`src/rtl/irqc_pkg.sv`:
```
package irqc_pkg;

   typedef enum logic [2:0] {
      RG_STAT  = 3'd0,
      RG_PEND  = 3'd1,
      RG_ENA   = 3'd2,
      RG_ACK   = 3'd3,
      RG_SETEN = 3'd4,
      RG_CLREN = 3'd5,
      RG_VEC   = 3'd6,
      RG_MAST  = 3'd7
   } irqc_reg_e;

   localparam int unsigned IRQC_NUM_REGS = 8;
   localparam int unsigned IRQC_SEL_W    = 3;
   localparam int unsigned MB_OUT_EN     = 0;
   localparam int unsigned MB_CAP_EN     = 1;

   typedef struct packed {
      logic ld_stat;
      logic ack;
      logic ld_en;
      logic set_en;
      logic clr_en;
      logic ld_mast;
   } irqc_wr_t;

endpackage

```
`src/rtl/irqc_bus_decode.sv`:
```
module irqc_bus_decode
   import irqc_pkg::*;
#(
   parameter int unsigned ADDR_W = 4
)(
   input  logic              bus_wr,
   input  logic [ADDR_W-1:0] bus_addr,
   output irqc_wr_t          wr_o,
   output logic              hit_o,
   output irqc_reg_e         sel_o
);

   logic in_map;

   generate
      if (ADDR_W == IRQC_SEL_W) begin : g_exact
         assign in_map = 1'b1;
      end else begin : g_wide
         assign in_map = (bus_addr[ADDR_W-1:IRQC_SEL_W] == '0);
      end
   endgenerate

   assign sel_o = irqc_reg_e'(bus_addr[IRQC_SEL_W-1:0]);
   assign hit_o = in_map;

   always_comb begin
      wr_o         = '0;
      if (bus_wr && in_map) begin
         wr_o.ld_stat = (sel_o == RG_STAT);
         wr_o.ack     = (sel_o == RG_ACK);
         wr_o.ld_en   = (sel_o == RG_ENA);
         wr_o.set_en  = (sel_o == RG_SETEN);
         wr_o.clr_en  = (sel_o == RG_CLREN);
         wr_o.ld_mast = (sel_o == RG_MAST);
      end
   end

endmodule

```
`src/rtl/irqc_src_capture.sv`:
```
module irqc_src_capture #(
   parameter int unsigned SYNC_STAGES = 2,
   parameter bit          IS_EDGE     = 1'b0
)(
   input  logic clk,
   input  logic rst,
   input  logic src_in,
   input  logic cap_en,
   input  logic ld_en,
   input  logic ld_val,
   input  logic ack,
   output logic stat_o
);

   logic [SYNC_STAGES-1:0] sync_q;
   logic                   prev_q;
   logic                   line_s;
   logic                   change;
   logic                   evt;
   logic                   evt_val;
   logic                   stat_q;

   assign line_s = sync_q[SYNC_STAGES-1];
   assign change = line_s ^ prev_q;

   always_ff @(posedge clk) begin
      if (rst) begin
         sync_q <= '0;
         prev_q <= 1'b0;
      end else begin
         sync_q <= {sync_q[SYNC_STAGES-2:0], src_in};
         prev_q <= line_s;
      end
   end

   generate
      if (IS_EDGE) begin : g_edge
         assign evt     = cap_en & change & line_s;
         assign evt_val = 1'b1;
      end else begin : g_level
         assign evt     = cap_en & change;
         assign evt_val = line_s;
      end
   endgenerate

   always_ff @(posedge clk) begin
      if (rst)        stat_q <= 1'b0;
      else if (evt)   stat_q <= evt_val;
      else if (ld_en) stat_q <= ld_val;
      else if (ack)   stat_q <= 1'b0;
   end

   assign stat_o = stat_q;

   p_gate_hold_r8: assert property (@(posedge clk) disable iff (rst)
      (!cap_en && !ld_en && !ack) |=> $stable(stat_q));

   p_ack_clear_r4: assert property (@(posedge clk) disable iff (rst)
      (ack && !ld_en && !(cap_en && change)) |=> !stat_q);

   generate
      if (IS_EDGE) begin : g_edge_chk
         p_edge_set_r9: assert property (@(posedge clk) disable iff (rst)
            (cap_en && change && line_s) |=> stat_q);
         p_edge_beats_ack_r11: assert property (@(posedge clk) disable iff (rst)
            (cap_en && change && line_s && ack) |=> stat_q);
         p_edge_fall_r9: assert property (@(posedge clk) disable iff (rst)
            (!line_s && !ld_en && !ack) |=> (stat_q || !$past(stat_q)));
      end else begin : g_level_chk
         p_level_follow_r10: assert property (@(posedge clk) disable iff (rst)
            (cap_en && change) |=> (stat_q == $past(line_s)));
      end
   endgenerate

endmodule

```
`src/rtl/irqc_lowest_enc.sv`:
```
module irqc_lowest_enc #(
   parameter int unsigned W     = 32,
   parameter int unsigned IDX_W = 5
)(
   input  logic [W-1:0]     req,
   output logic [IDX_W-1:0] idx_o,
   output logic             any_o
);

   always_comb begin
      idx_o = '0;
      any_o = 1'b0;
      for (int i = W - 1; i >= 0; i--) begin
         if (req[i]) begin
            idx_o = IDX_W'(i);
            any_o = 1'b1;
         end
      end
   end

endmodule

```
`src/rtl/vec_irq_ctrl.sv`:
```
module vec_irq_ctrl
   import irqc_pkg::*;
#(
   parameter int unsigned     NSRC        = 32,
   parameter int unsigned     DATA_W      = 32,
   parameter int unsigned     ADDR_W      = 4,
   parameter int unsigned     SYNC_STAGES = 2,
   parameter logic [NSRC-1:0] EDGE_KIND   = '0
)(
   input  logic              clk,
   input  logic              rst,
   input  logic [NSRC-1:0]   irq_src,
   input  logic              bus_wr,
   input  logic [ADDR_W-1:0] bus_addr,
   input  logic [DATA_W-1:0] bus_wdata,
   output logic [DATA_W-1:0] bus_rdata,
   output logic              irq_o
);

   localparam int unsigned IDX_W = (NSRC > 1) ? $clog2(NSRC) : 1;

   generate
      if (NSRC < 2 || NSRC > DATA_W) begin : g_bad_nsrc
         $error("vec_irq_ctrl: NSRC must lie in 2..DATA_W");
      end
      if (DATA_W < 2) begin : g_bad_width
         $error("vec_irq_ctrl: DATA_W must hold both master bits");
      end
      if (ADDR_W < IRQC_SEL_W) begin : g_bad_addr
         $error("vec_irq_ctrl: ADDR_W too small for the register map");
      end
      if (SYNC_STAGES < 2) begin : g_bad_sync
         $error("vec_irq_ctrl: SYNC_STAGES must be at least 2");
      end
   endgenerate

   irqc_wr_t          wr;
   logic              hit;
   irqc_reg_e         sel;
   logic [NSRC-1:0]   wsrc;
   logic [NSRC-1:0]   stat;
   logic [NSRC-1:0]   ena_q;
   logic [NSRC-1:0]   pend;
   logic [NSRC-1:0]   lower_mask;
   logic [DATA_W-1:0] mast_q;
   logic [DATA_W-1:0] stat_w;
   logic [DATA_W-1:0] ena_w;
   logic [DATA_W-1:0] pend_w;
   logic [DATA_W-1:0] vec_w;
   logic [IDX_W-1:0]  vec_idx;
   logic              vec_any;

   assign wsrc = bus_wdata[NSRC-1:0];

   irqc_bus_decode #(.ADDR_W(ADDR_W)) u_dec (
      .bus_wr   (bus_wr),
      .bus_addr (bus_addr),
      .wr_o     (wr),
      .hit_o    (hit),
      .sel_o    (sel)
   );

   always_ff @(posedge clk) begin
      if (rst)             ena_q <= '0;
      else if (wr.ld_en)   ena_q <= wsrc;
      else if (wr.set_en)  ena_q <= ena_q | wsrc;
      else if (wr.clr_en)  ena_q <= ena_q & ~wsrc;
   end

   always_ff @(posedge clk) begin
      if (rst)             mast_q <= '0;
      else if (wr.ld_mast) mast_q <= bus_wdata;
   end

   generate
      for (genvar i = 0; i < NSRC; i++) begin : g_src
         irqc_src_capture #(
            .SYNC_STAGES (SYNC_STAGES),
            .IS_EDGE     (EDGE_KIND[i])
         ) u_cap (
            .clk    (clk),
            .rst    (rst),
            .src_in (irq_src[i]),
            .cap_en (mast_q[MB_CAP_EN]),
            .ld_en  (wr.ld_stat),
            .ld_val (wsrc[i]),
            .ack    (wr.ack & wsrc[i]),
            .stat_o (stat[i])
         );
      end
   endgenerate

   assign pend = stat & ena_q;

   irqc_lowest_enc #(.W(NSRC), .IDX_W(IDX_W)) u_enc (
      .req   (pend),
      .idx_o (vec_idx),
      .any_o (vec_any)
   );

   always_comb begin
      stat_w             = '0;
      ena_w              = '0;
      pend_w             = '0;
      stat_w[NSRC-1:0]   = stat;
      ena_w[NSRC-1:0]    = ena_q;
      pend_w[NSRC-1:0]   = pend;
      vec_w              = vec_any ? DATA_W'(vec_idx) : '1;
   end

   always_comb begin
      bus_rdata = '0;
      if (hit) begin
         unique case (sel)
            RG_STAT: bus_rdata = stat_w;
            RG_PEND: bus_rdata = pend_w;
            RG_ENA:  bus_rdata = ena_w;
            RG_VEC:  bus_rdata = vec_w;
            RG_MAST: bus_rdata = mast_q;
            default: bus_rdata = '0;
         endcase
      end
   end

   assign irq_o = mast_q[MB_OUT_EN] & mast_q[MB_CAP_EN] & vec_any;

   assign lower_mask = (NSRC'(1) << vec_idx) - NSRC'(1);

   p_vec_hit_r3: assert property (@(posedge clk) disable iff (rst)
      (pend != '0) |-> pend[vec_idx]);

   p_vec_lowest_r3: assert property (@(posedge clk) disable iff (rst)
      (pend != '0) |-> ((pend & lower_mask) == '0));

   p_vec_none_r3: assert property (@(posedge clk) disable iff (rst)
      (pend == '0) |-> (vec_w == '1));

   p_set_en_r5: assert property (@(posedge clk) disable iff (rst)
      wr.set_en |=> ((ena_q & $past(wsrc)) == $past(wsrc)));

   p_clr_en_r5: assert property (@(posedge clk) disable iff (rst)
      wr.clr_en |=> ((ena_q & $past(wsrc)) == '0));

   p_out_off_r7: assert property (@(posedge clk) disable iff (rst)
      (wr.ld_mast && !bus_wdata[MB_OUT_EN]) |=> !irq_o);

   p_oob_write_r12: assert property (@(posedge clk) disable iff (rst)
      (bus_wr && !hit) |=> ($stable(ena_q) && $stable(mast_q)));

endmodule

```
`config.mk`:
```
export PLATFORM = sky130hd
export DESIGN_NAME = vec_irq_ctrl
export DESIGN_NICKNAME = d
export VERILOG_FILES = /design/src/rtl/irqc_pkg.sv /design/src/rtl/irqc_bus_decode.sv /design/src/rtl/irqc_src_capture.sv /design/src/rtl/irqc_lowest_enc.sv /design/src/rtl/vec_irq_ctrl.sv
export SDC_FILE = /design/constraint.sdc
export NUM_CORES = 1
export LEC_CHECK = 0
export BUFFER_PORTS_ARGS = -buffer_cell sky130_fd_sc_hd__buf_2
export CORE_MARGIN = 1
export CORE_UTILIZATION = 50
export CTS_BUF_LIST = sky130_fd_sc_hd__clkbuf_16
export DETAILED_ROUTE_END_ITERATION = 6
export PLACE_DENSITY_LB_ADDON = 0.08
export SLEW_MARGIN = 20
export SYNTH_ARGS = -nofsm -noshare
export SYNTH_HDL_FRONTEND = slang
export SYNTH_HIERARCHICAL = 1
export SYNTH_SLANG_ARGS = --single-unit
```
`constraint.sdc`:
```
create_clock -name clk -period 26.8 [get_ports clk]
set_input_delay 5.36 -clock clk [delete_from_list [all_inputs] [get_ports clk]]
set_output_delay 5.36 -clock clk [all_outputs]
set_load 0.01 [all_outputs]
```
======== Word level (Yosys, flattened, before mapping) ========
Index checks and enable logic that the tools add are counted.
word-level totals
  register bits ........................... 192
  input bits .............................. 71
  output and inout port bits .............. 33
  word-level logic and storage cells ...... 410
cells by class
  eq/ne operators ......................... 7
  multiplexer cells ....................... 167
  bitwise gates (word level) .............. 103
  reductions and logical operators ........ 35
operators with widths
  operator                                                               count
  32-bit 2-to-1 mux                                                      5
  5-bit 2-to-1 mux                                                       32
  32-bit case mux with 5 select lines                                    1
  1-bit 2-to-1 mux                                                       128
  3-bit nonzero test                                                     33
  1-bit AND                                                              66
  32-bit AND                                                             2
  32-bit NOT                                                             1
  32-bit OR                                                              1
  1-bit bitwise XOR                                                      32
  3-bit equality test, second input constant                             4
  3-bit by 2-bit equality test with 1-bit output, second input constant  2
  6-bit 2-to-1 mux                                                       1
  3-bit by 1-bit equality test with 1-bit output, second input constant  1
  3-bit logical NOT                                                      1
  1-bit logical AND                                                      1
  1-bit NOT                                                              1

======== Logic depth before layout (Yosys ltp) ========
  depth after elaboration ................. 36
  depth in mapped cells ................... 9
  gate-level depth less buffers ........... 8

======== Hierarchy ========
Netlist, hierarchy kept.
modules (own cells, without submodules)
  module            times used  cells each  area each (sq um)  sequential area each (sq um)
  irqc_src_capture  32          13          157.7              80.1
  vec_irq_ctrl      1           556         4388.0             1281.2
  irqc_lowest_enc   1           65          370.4              0.0
  irqc_bus_decode   1           15          92.6               0.0

======== Worst setup path after synthesis ========
Ideal clock, no wire load.
  kind .................................... input to register
  from .................................... input port bus_addr[0]
  to ...................................... register g_src[0].u_cap.stat_q
  setup time .............................. 102 ps
  data arrival time ....................... 14586 ps
  data required time ...................... 26698 ps
  path slack .............................. 12113 ps
  cell stages on the path ................. 3
  buffers on the path ..................... 0
  cells stage by stage .................... nor4_1 -> a221oi_2 -> nor3_2
on the way
  longest elaborated chain between the ends .. 4
  elaborated cells on any way between the ends .. 7
  those cells by class .................... 1 x eq/ne; 3 x mux; 1 x bitwise; 2 x reduce/logical
ends and longest elaborated chain
  item                                                                                        RTL line                                      source
  start: declaration                                                                          vec_irq_ctrl.sv:14                            input logic [ADDR_W-1:0] bus_addr,
  3-bit by 2-bit equality test with 1-bit output / 3-bit logical NOT (equally long branches)  irqc_bus_decode.sv:30, irqc_bus_decode.sv:29
  6-bit 2-to-1 mux (*)                                                                        irqc_bus_decode.sv:28                         if (bus_wr && in_map) begin
  1-bit AND / 1-bit 2-to-1 mux (equally long branches)                                        vec_irq_ctrl.sv:87, irqc_src_capture.sv:49
  3-bit nonzero test (no source line) / 1-bit 2-to-1 mux (equally long branches)              -
  end signal: assignment                                                                      irqc_src_capture.sv:48                        else if (evt) stat_q <= evt_val;
  end signal: assignment                                                                      irqc_src_capture.sv:49                        else if (ld_en) stat_q <= ld_val;
  end: declaration                                                                            irqc_src_capture.sv:21                        logic stat_q;
Mark *: on every way between the ends. The rest lies on a longest branch, timed or not.
A chain may end at the register's enable or synchronous reset.

======== Worst setup path in the final report ========
  from .................................... input port bus_addr[0]
  to ...................................... output port bus_rdata[31]
on the way
  longest elaborated chain between the ends .. 3
  elaborated cells on any way between the ends .. 7
  those cells by class .................... 4 x eq/ne; 2 x mux; 1 x reduce/logical
ends and longest elaborated chain
  item                                               RTL line             source
  3-bit equality test, or another cell as far along  vec_irq_ctrl.sv:114  unique case (sel)
  32-bit case mux with 5 select lines (*)            vec_irq_ctrl.sv:114
  32-bit 2-to-1 mux (*)                              vec_irq_ctrl.sv:113  if (hit) begin
  end: declaration                                   vec_irq_ctrl.sv:16   output logic [DATA_W-1:0] bus_rdata,
Marked as above.

==> summary.md <==
| Metric | Value |
|---|---|
| Kind of critical path | `in -> out` |
| Final core occ | `0.573` |
| Syn nets | `~1100` |
| CTS tree | `built` |
| Final ANT Viol Nets | `0` |
| Total routed wirelength | `24700 um` |
| Std-Cell Rows | `approximately 50` |
| DR iter-0 viols | `575` |
| Vias/cell | `about 5.5` |
| Ys Warns | `6` |
| CTS Buf Count | `17` |
| Post-CTS Setup Inserts | `0` |
| Routed wire per std cell | `17.5 um` |
| Core area | `19500 sq um` |
| Synth area leaders | `dfxtp_1 (39%), nor2b_1 (8.5%), mux2i_1 (6.5%), and2_1 (4.9%), a221oi_2 (4.9%)` |
| Post-CTS sizing | `0` |
| Crit path max fanout | `49` |
| DRC viols | `0` |
| Initial antenna violation count | `1` |
| Vias | `7759` |
| MaxCap Viol Count | `0` |
| Final instance area | `11200 sq um` |
| Die height | `143 um` |
| Max VDD drop | `39.6 uV` |
| Antenna cells | `0` |
| Reg clk slew, reported paths | `70 ps` |
| First-pass GRT wire length | `39300 um` |
| Most frequent cells after synthesis | `dfxtp_1 (192), nor2b_1 (135), nor2_1 (112)` |
| CP Capture Type | `primary output` |
| Aggregate global-route resource usage | `0.250` |
| Post-Place Worst Slack | `14060 ps` |
| Cell breakdown of the critical path | `buf_2 > nand2_1 > o211ai_2 > buf_4 > a31oi_1 > buf_2` |
| Mapped Area | `9900 sq um` |
| Status | `complete, no violations` |
| Starting density of the core | `0.508` |
| Seq/Total Area, Yosys | `0.388` |
| Synth Register Bits | `192` |
| CTS root buf | `clkbuf_16` |
| Routability cong. | `0.864` |
| Final total negative setup slack | `0 ps` |
| Gate Count Post-Synth | `between 1000 and 1500` |
| Netlist cell types | `54` |
| Layout cell share with drive strength beyond 1 | `0.255` |
| Fin crit share | `0.478` |
| Clock sinks | `192` |
| PnR worst setup slack | `between 10000 and 15000 ps` |
| CP Data Required Time | `approximately 21000 ps` |
| Clk Latency, worst-skew pair | `440 ps` |
| Synthesized area per cell | `9.41 sq um` |
| Kind of cell adding the most delay to the critical path | `buffers and inverters` |
| Final net count | `around 1200` |
| Bufs and invs on worst path | `3` |
| PortBufs | `a little over 100` |
| Finished Layout Cells | `1412` |
| Min Tclk post-route | `12800 ps` |
| Final max-slew violation count | `0` |
| Area grow syn2layout | `12.7%` |
| Worst rel slew slack | `0.230` |
| Yosys top cell area share | `0.388` |
| Placed wire-length estimate | `between 15000 and 20000 um` |
| Die width | `143 um` |
| CTS max path bufs | `2` |
| H-tree depth | `4` |
| Remaining global-route overflow | `0` |
| I/O pin count | `104` |
| F_max | `0.0781 GHz` |
| Crit start category | `primary input` |
| Max stage delay cell, worst path | `buf_2` |
| Skew final | `7.30 ps` |
| Post-place instance area | `~11000 sq um` |
| Pwr/cell area | `53.5 nW/um^2` |
| Leakage | `4.29 nW` |
| Critical Path Max Stage Delay | `around 730 ps` |
| FFs w/ async S/R, synth | `0` |
| RSZ-0062 raised after global routing | `false` |
| Largest net degree at the start of global routing | `126` |
| CTS Hold Buffers Added | `0` |
| WP data arrival | `7440 ps` |
| HP Class | `reg -> reg` |
| Crit-path most repeated cell | `buf_2` |
| 1st-pass router iterations | `5` |
| Dominant synthesized flop cell | `dfxtp_1` |
| Largest area contributor in the netlist | `dfxtp_1` |
| Fillers | `1740` |
| Dpl cells | `1379` |
| Post-synth EDFFs | `0` |
| Final count of negative-setup-slack endpoints | `0` |
| Count leader, synth | `dfxtp_1` |
| Tightest Pin Transition | `1150 ps` |
| Die area | `20400 sq um` |
| Vias in the first global route | `7301` |
| Final Hold Fails | `0` |
[report_power, final]
part | total, mW | internal [mW] | switching, mW
clock | 0.250 | 0.124 | 0.126
combinational | 0.0475 | 0.0181 | 0.0295
sequential | 0.299 | 0.293 | 0.00524
[kinds of logic (layout without fill, tap and decap cells)]
kind of cell,after synthesis,in the layout,share of synthesized area
AO/OA/AOI/OAI,191,191,0.149
buffers and inverters,64,159,0.0345
flip-flops,192,192,0.388
multiplexers,64,64,0.0647
AND/OR/NAND/NOR,541,541,0.363
[layer usage]
metal / vias to the layer above / global-route usage / routed length, um / share of wire
li1: 3841 / - / - / -
met1: 3718 / 0.351 / 12300 / 0.50
met2: 175 / 0.393 / 11100 / 0.45
met3: 23 / 0.0402 / 872 / 0.035
met4: 2 / 0.0724 / 386 / 0.016
met5: - / 0 / 8 / 0.00032
[final timing paths]
path                                   from                        end  slack, ps  depth (start not counted)
hold reg to reg   g_src[15].u_cap/sync_q[0]  g_src[15].u_cap/sync_q[1]        440                          1
setup reg to reg                  mast_q[1]     g_src[24].u_cap/stat_o      25270                          4
setup / recovery                bus_addr[0]              bus_rdata[31]      14000                          6
hold / removal    g_src[15].u_cap/sync_q[0]  g_src[15].u_cap/sync_q[1]        440                          1
[layout by cell type (no fill, tap or decap), types with 3 or more instances in the layout]
master	Yosys	final
inv_6	0	4
o211ai_1	5	5
mux2i_1	64	64
nand2_1	60	60
clkbuf_16	0	17
inv_8	0	4
and3_1	7	7
nor2_1	112	111
nor4_1	7	6
o21ai_0	49	49
nor3b_1	7	7
buf_2	11	102
inv_1	11	12
dfxtp_1	192	191
a21oi_1	21	21
a22oi_1	33	33
nor2b_1	135	135
a221oi_2	32	32
a221oi_1	3	3
o21ai_1	4	4
a31oi_1	30	30
buf_4	5	12
nor3_1	9	6
nor2b_4	32	32
nor3b_2	32	32
and3b_1	13	13
nor3_2	32	35
and2_1	77	77
[layout make-up]
type | instances | area [sq um] | share of cell area
Clock inverter | 15 | 149 | 0.0133
Clock buffer | 17 | 425 | 0.0381
Timing Repair Buffer | 116 | 627 | 0.0562
Tap cell | 265 | 332 | 0.0297
Multi-Input combinational cell | 796 | 5730 | 0.514
Inverter | 11 | 41.3 | 0.00370
Sequential cell | 192 | 3840 | 0.345
[per-stage QoR]
stage,power (mW),hold WS [ps]
4_1_cts,0.601,442
5_1_grt,0.617,451
3_3_place_gp,0.352,416
3_5_place_dp,0.352,422
2_1_floorplan,0.332,414
6_report,0.596,436
Note: power is estimated with default switching activity, not from simulation.
